==> config.mk <==
export PLATFORM = sky130hd
export DESIGN_NAME = sclk_slave_tx
export DESIGN_NICKNAME = d
export VERILOG_FILES = /design/src/rtl/sclk_slave_tx.sv
export SDC_FILE = /design/constraint.sdc
export NUM_CORES = 1
export LEC_CHECK = 0
export BUFFER_PORTS_ARGS = -buffer_cell sky130_fd_sc_hd__buf_2
export CORE_MARGIN = 4
export CORE_UTILIZATION = 50
export CTS_BUF_LIST = sky130_fd_sc_hd__clkbuf_8 sky130_fd_sc_hd__clkbuf_16
export DETAILED_ROUTE_END_ITERATION = 8
export HOLD_SLACK_MARGIN = 0.02
export PLACE_DENSITY_LB_ADDON = 0.15
export SLEW_MARGIN = 25
export SYNTH_ARGS = -nofsm -noshare
export SYNTH_HDL_FRONTEND = slang
export SYNTH_SLANG_ARGS = --single-unit
==> constraint.sdc <==
create_clock -name clk -period 2 [get_ports clk]
set_clock_uncertainty 0.2 [all_clocks]
set_input_delay 0.4 -clock clk [delete_from_list [all_inputs] [get_ports clk]]
set_output_delay 0.4 -clock clk [all_outputs]
set_load 0.01 [all_outputs]
==> src/rtl/sclk_slave_tx.sv <==
module sclk_slave_tx #(
  parameter int FRAME_W = 8
) (
  input  logic               clk,
  input  logic               rst_n,
  input  logic               dbl_buf,
  input  logic               wr_en,
  input  logic [FRAME_W-1:0] wr_data,
  input  logic               err_clr,
  input  logic               sclk_s,
  output logic               txd,
  output logic               buf_empty,
  output logic               tx_irq,
  output logic               urun_err,
  output logic               ovr_wr
);
  localparam int CNT_W = (FRAME_W > 1) ? $clog2(FRAME_W) : 1;
  localparam logic [CNT_W-1:0] LAST = CNT_W'(FRAME_W - 1);

  logic               sclk_q, frame_on, sh_full, buf_full, irq_q, urun_q, ovr_q;
  logic [CNT_W-1:0]   cnt;
  logic [FRAME_W-1:0] sh, hold;
  logic               fall, rise, start, finish, have, xfer, take;

  assign fall   = sclk_q & ~sclk_s;
  assign rise   = ~sclk_q & sclk_s;
  assign start  = fall & ~frame_on;
  assign finish = rise & frame_on & (cnt == LAST);
  assign have   = dbl_buf ? sh_full : buf_full;
  assign xfer   = dbl_buf & buf_full & ((~frame_on & ~sh_full & ~fall) | finish);
  assign take   = xfer | (start & ~dbl_buf);

  assign txd       = frame_on ? sh[0] : 1'b1;
  assign buf_empty = ~buf_full;
  assign tx_irq    = irq_q;
  assign urun_err  = urun_q;
  assign ovr_wr    = ovr_q;

  always_ff @(posedge clk) begin
    if (!rst_n) begin
      sclk_q   <= 1'b1;
      frame_on <= 1'b0;
      sh_full  <= 1'b0;
      buf_full <= 1'b0;
      irq_q    <= 1'b0;
      urun_q   <= 1'b0;
      ovr_q    <= 1'b0;
      cnt      <= '0;
      sh       <= '1;
      hold     <= '0;
    end else begin
      sclk_q   <= sclk_s;
      irq_q    <= 1'b0;
      buf_full <= wr_en | (buf_full & ~take);
      if (wr_en) hold <= wr_data;

      if (wr_en && buf_full && !take) ovr_q <= 1'b1;
      else if (err_clr)               ovr_q <= 1'b0;

      if (start && !have) urun_q <= 1'b1;
      else if (err_clr)   urun_q <= 1'b0;

      if (start) begin
        frame_on <= 1'b1;
        cnt      <= '0;
        sh       <= have ? (dbl_buf ? sh : hold) : '1;
      end else if (fall && frame_on) begin
        sh  <= {1'b1, sh[FRAME_W-1:1]};
        cnt <= cnt + 1'b1;
      end
      if (finish) frame_on <= 1'b0;

      if (xfer) begin
        sh      <= hold;
        sh_full <= 1'b1;
        irq_q   <= 1'b1;
      end else if (finish) begin
        sh_full <= 1'b0;
      end
      if (finish && !dbl_buf) irq_q <= 1'b1;
    end
  end
endmodule


[Word-level counts from Yosys, hierarchy flattened]
Cells that the tools add are included.
W data, S select, Z words.
Storage, ports and cells
  flip-flop bits (word level): 26
  output and inout port bits: 5
  input bits: 14
Cells by class
  mux-type cells: 14
  equality and inequality tests: 2
  $add $sub $neg: 1
  bitwise gates (word level): 23
  reduce and logical (&&, ||, !) cells: 15
Operators by type and width (count)
  $mux W8: 5
  $and A1 B1 Y1: 11
  $mux W1: 9
  $not A1 Y1: 9
  $reduce_bool A2 Y1: 3
  $logic_and A1 B1 Y1: 5
  $ne A4 B3 Y1 const B: 1
  $reduce_or A2 Y1: 2
  $add A3 B1 Y3 const B: 1
  $eq A3 B3 Y1 const B: 1
  $logic_not A1 Y1: 3
  $or A1 B1 Y1: 3
  $reduce_bool A3 Y1: 1
  $reduce_and A2 Y1: 1

[Logic depth before layout (Yosys ltp)]
  depth in word-level cells: 10
  gate-level depth with buffers: 8

[Worst setup path before layout]
Ideal clock, no wire load.
  path kind: register -> register
  from: reg cnt[0]
  to: reg sh[0]
  required time: 1.657 ns
  cell stages (with the launch flop): 9
  slack: 0.183 ns
  arrival time: 1.474 ns
  path buffers: 2
  cell sequence: dfxtp_1 -> ha_1 -> ha_1 -> nand4b_1 -> o21a_1 -> buf_2 -> buf_6 -> o211ai_1 -> o311ai_1
Between the ends
  longest elaborated chain between the ends: 6
  elaborated cells between the ends (all ways): 8
RTL lines
  start, declared: line 21  | logic [CNT_W-1:0] cnt;
  start signal, assigned: line 69  | cnt <= cnt + 1'b1;
  $eq A3 B3 Y1 *: line 28  | assign finish = rise & frame_on & (cnt == LAST);
  $and A1 B1 Y1 *: line 28
  $or A1 B1 Y1 *: line 30  | assign xfer = dbl_buf & buf_full & ((~frame_on & ~sh_full & ~fall) | finish);
  $and A1 B1 Y1 *: line 30
  $ne A4 B3 Y1 (no line) or $reduce_bool A3 Y1 (tied branches)
  $reduce_and A2 Y1 (no line)
  end signal, assigned: line 66  | sh <= have ? (dbl_buf ? sh : hold) : '1;
  end signal, assigned: line 68  | sh <= {1'b1, sh[FRAME_W-1:1]};
  end signal, assigned: line 74  | sh <= hold;
  end, declared: line 22  | logic [FRAME_W-1:0] sh, hold;
Mark *: on every way between the ends. The rest lies on a longest branch, timed or not.
A chain may end at the register's enable or synchronous reset.

[Worst setup path after layout]
  from: reg cnt[0]
  to: reg sh[7]
The elaborated chain is that of the path after synthesis.

==> impl_results.md <==
- Status: finished clean
- Area Growth Syn to Fin: 16.4%
- Mapped Area: 1280 um2
- Dpl cell area: 1400 um2
- Hold/Removal Path Class: primary input to flop
- Clk pin slew, worst setup/hold paths: 0.09 ns
- Fin crit share: 94.5%
- Final #Nets: 175
- Share of cells above drive strength 1: 23.4%
- Setup CP Type: flop to flop
- Initial drt markers: 14
- Syn_nets: 157
- H-tree lvl count: 1
- P_sw: 278 uW
- Post-synth ARST share: 0%
- Row count: 18
- Final GP Congestion: 0.838
- Post-synth top area share: 40.5%
- Flops & latches, synth: 26
- DIE HEIGHT: 58.7 um
- Vias per cell: 5.78
- Antenna Nets Post-Route: 0
- Crit. Startpoint: cnt[0]$_SDFFE_PP0P_
- CTS tree: yes
- PortBufs: 18
- Hold Path Cell Cnt: 3
- Final setup viols: 0
- Worst-Margin Slew: 0.427 ns
- I/O pin total: 19
- Final HPWL DP: 1.96 mm
- Slew Viols, Final: 0
- Clock share of power: 30.7%
- Worst EP required: 1.99 ns
- Final wirelength: 2.74 mm
- Fin. Hold Viols: 0
- Vias in the first global route: 1013
- Reg2Reg Depth: 7
- Max-Cap Viols: 0
- Max VDD drop: 0.556 mV
- Number of flops mapped to enable cells by yosys: 0
- Most instantiated library cell after synthesis: dfxtp_1
- R2R setup slack: 0.11 ns
- Total iterations of the first detailed-routing run: 4
- Drt wl/cell: 14.6 um
- YS warnings: 0
- Switching portion of total power: 25.7%
- R2r endpoint: sh[7]$_SDFFE_PN1P_
- Post-Place Worst Slack: 0.0781 ns
- Worst setup path end: sh[7]$_SDFFE_PN1P_
- Inserted Clock Buffers: 3
- Synth unique cells: 38
- Fmax: 529 MHz
- Core Area: 2450 um2
- Total GRT Usage: 16.7%
- Die ar.: 3440 um2
- Syn_area_per_cell: 9.10 um2
- Worst r2r src: cnt[0]$_SDFFE_PP0P_
- Combinational power share: 16.4%
- Total grt overflow: 0
- Worst Path Max Fanout: 18
- Top post-synthesis cells by area: dfxtp_1 (41%), mux2i_1 (6.2%), nor2b_1 (4.9%)
- Commonest cells in the netlist: dfxtp_1 (26), nor2b_1 (10), mux2i_1 (8), nand2_1 (8)
- CTS max path bufs: 2
- Flop pwr share: 52.9%
- Pleak: 0.000602 uW
- Crit end category: flop
- Starting Density: 52.3%
- Antenna diodes: 0
- Worst Setup Slack, final: 0.111 ns
- Clock Latency Late Sink: 0.26 ns
- Die width: 58.7 um
- Worst EP arrival: 1.88 ns
- Initial antenna violation count: 0
- Root buf cell: clkbuf_8
- Ys flop type: dfxtp_1
- Internal Dissipation: 807 uW
- Post-synthesis cell count: 141
- Post-route cell area: 1490 um2
- Clock sinks: 26
- Worst setup SP type: flop
- Post-layout min period: 1.89 ns
- First-pass GRT wire length: 4.60 mm
- Max_slew headroom: 71.5%
- Yosys top cell by area: dfxtp_1
- Via count: 1086
- Sequential element share of the synthesized area: 40.5%
- Largest net degree at the start of global routing: 28
- P per Cell Area: 726 nW/um2
- DR DRC count: 0
[state kept, by name (all words and copies together), names as in the netlist]
name,flops
frame_on,1
sh_full,1
ovr_wr,1
hold,8
sh,8
urun_err,1
buf_full,1
sclk_q,1
tx_irq,1
cnt,3
[layer usage]
metal / vias up / wire length, um / track usage, %
met5: - / 0 / 0
met4: 0 / 13 / 2.91
met3: 2 / 96 / 2.85
met2: 24 / 1250 / 25.7
met1: 505 / 1380 / 24.9
li1: 555 / - / -
[cell type report]
cell class / instances / area, um2
fill: 223 / 961
inverter: 5 / 18.8
clock buffer: 4 / 55.1
sequential: 26 / 523
multi-input combinational: 100 / 719
tap: 30 / 37.5
timing repair buffer: 23 / 140
[logic make-up (layout without fill, tap and decap cells)]
family / Yosys count / after routing / share of synthesized area, %
multiplexers: 9 / 9 / 7.12
AO/OA/AOI/OAI: 38 / 38 / 22.4
buffers and inverters: 15 / 32 / 5.75
adder cells (fa/ha/maj): 2 / 2 / 1.95
AND/OR/NAND/NOR: 51 / 51 / 22.2
flip-flops: 26 / 26 / 40.5
[how the worst min path moves through the flow]
stage | end | startpoint
after floorplan | sh[7]$_SDFFE_PN1P_ | hold[7]$_SDFFE_PN0P_
after global placement | sh[7]$_SDFFE_PN1P_ | hold[7]$_SDFFE_PN0P_
after detailed placement | cnt[1]$_SDFFE_PP0P_ | cnt[1]$_SDFFE_PP0P_
after CTS | sclk_q$_SDFF_PN1_ | sclk_s
after global routing | hold[3]$_SDFFE_PN0P_ | wr_data[3]
final | hold[1]$_SDFFE_PN0P_ | wr_data[1]
[critical path, cell delays in order (launching register included)]
cell and delay (ns):
dfxtp_2 0.34, ha_2 0.19, ha_4 0.13, nand4b_1 0.20, o21a_1 0.21, buf_12 0.15, o2111a_1 0.24, a31oi_1 0.15
[power groups by stage]
| stage | combinational, uW | clock [uW] | sequential (uW) |
|---|---|---|---|
| after floorplan | 130 | 0 | 576 |
| after detailed placement | 174 | 0 | 585 |
| after global placement | 169 | 0 | 583 |
| after global routing | 197 | 363 | 578 |
| after CTS | 175 | 347 | 573 |
| final | 178 | 333 | 574 |
[what timing repair did]
item | CTS | global route
setup buffers | 0 | 1
resized for setup | 0 | 8
setup endpoints to repair | 0 | 8
hold buffers | 0 | 0
[through the flow]
step                instances  setup TNS, ns  util (%)  total power, uW  hold WS (ns)
CTS                       187              0      59.2             1090         0.189
floorplan                 141              0         -              706         0.231
global route              188       -0.00378      60.9             1140         0.201
global placement          183              0      57.0              752         0.255
finish                    188              0      60.9             1090         0.197
detailed placement        183              0      57.0              759         0.263
[placed cells by master, fill, tap and decap left out, types with 4 or more instances in the layout]
master    count
o211ai_1      7
buf_4         4
o311ai_1      7
mux2i_1       8
nor2b_1      10
a211oi_1      7
nand2_1       8
clkbuf_8      4
nor3_1        5
dfxtp_1      24
nand3_1       4
inv_1         5
buf_2        18
nor2_1        7
No activity file was read; power rests on OpenSTA's default activity.
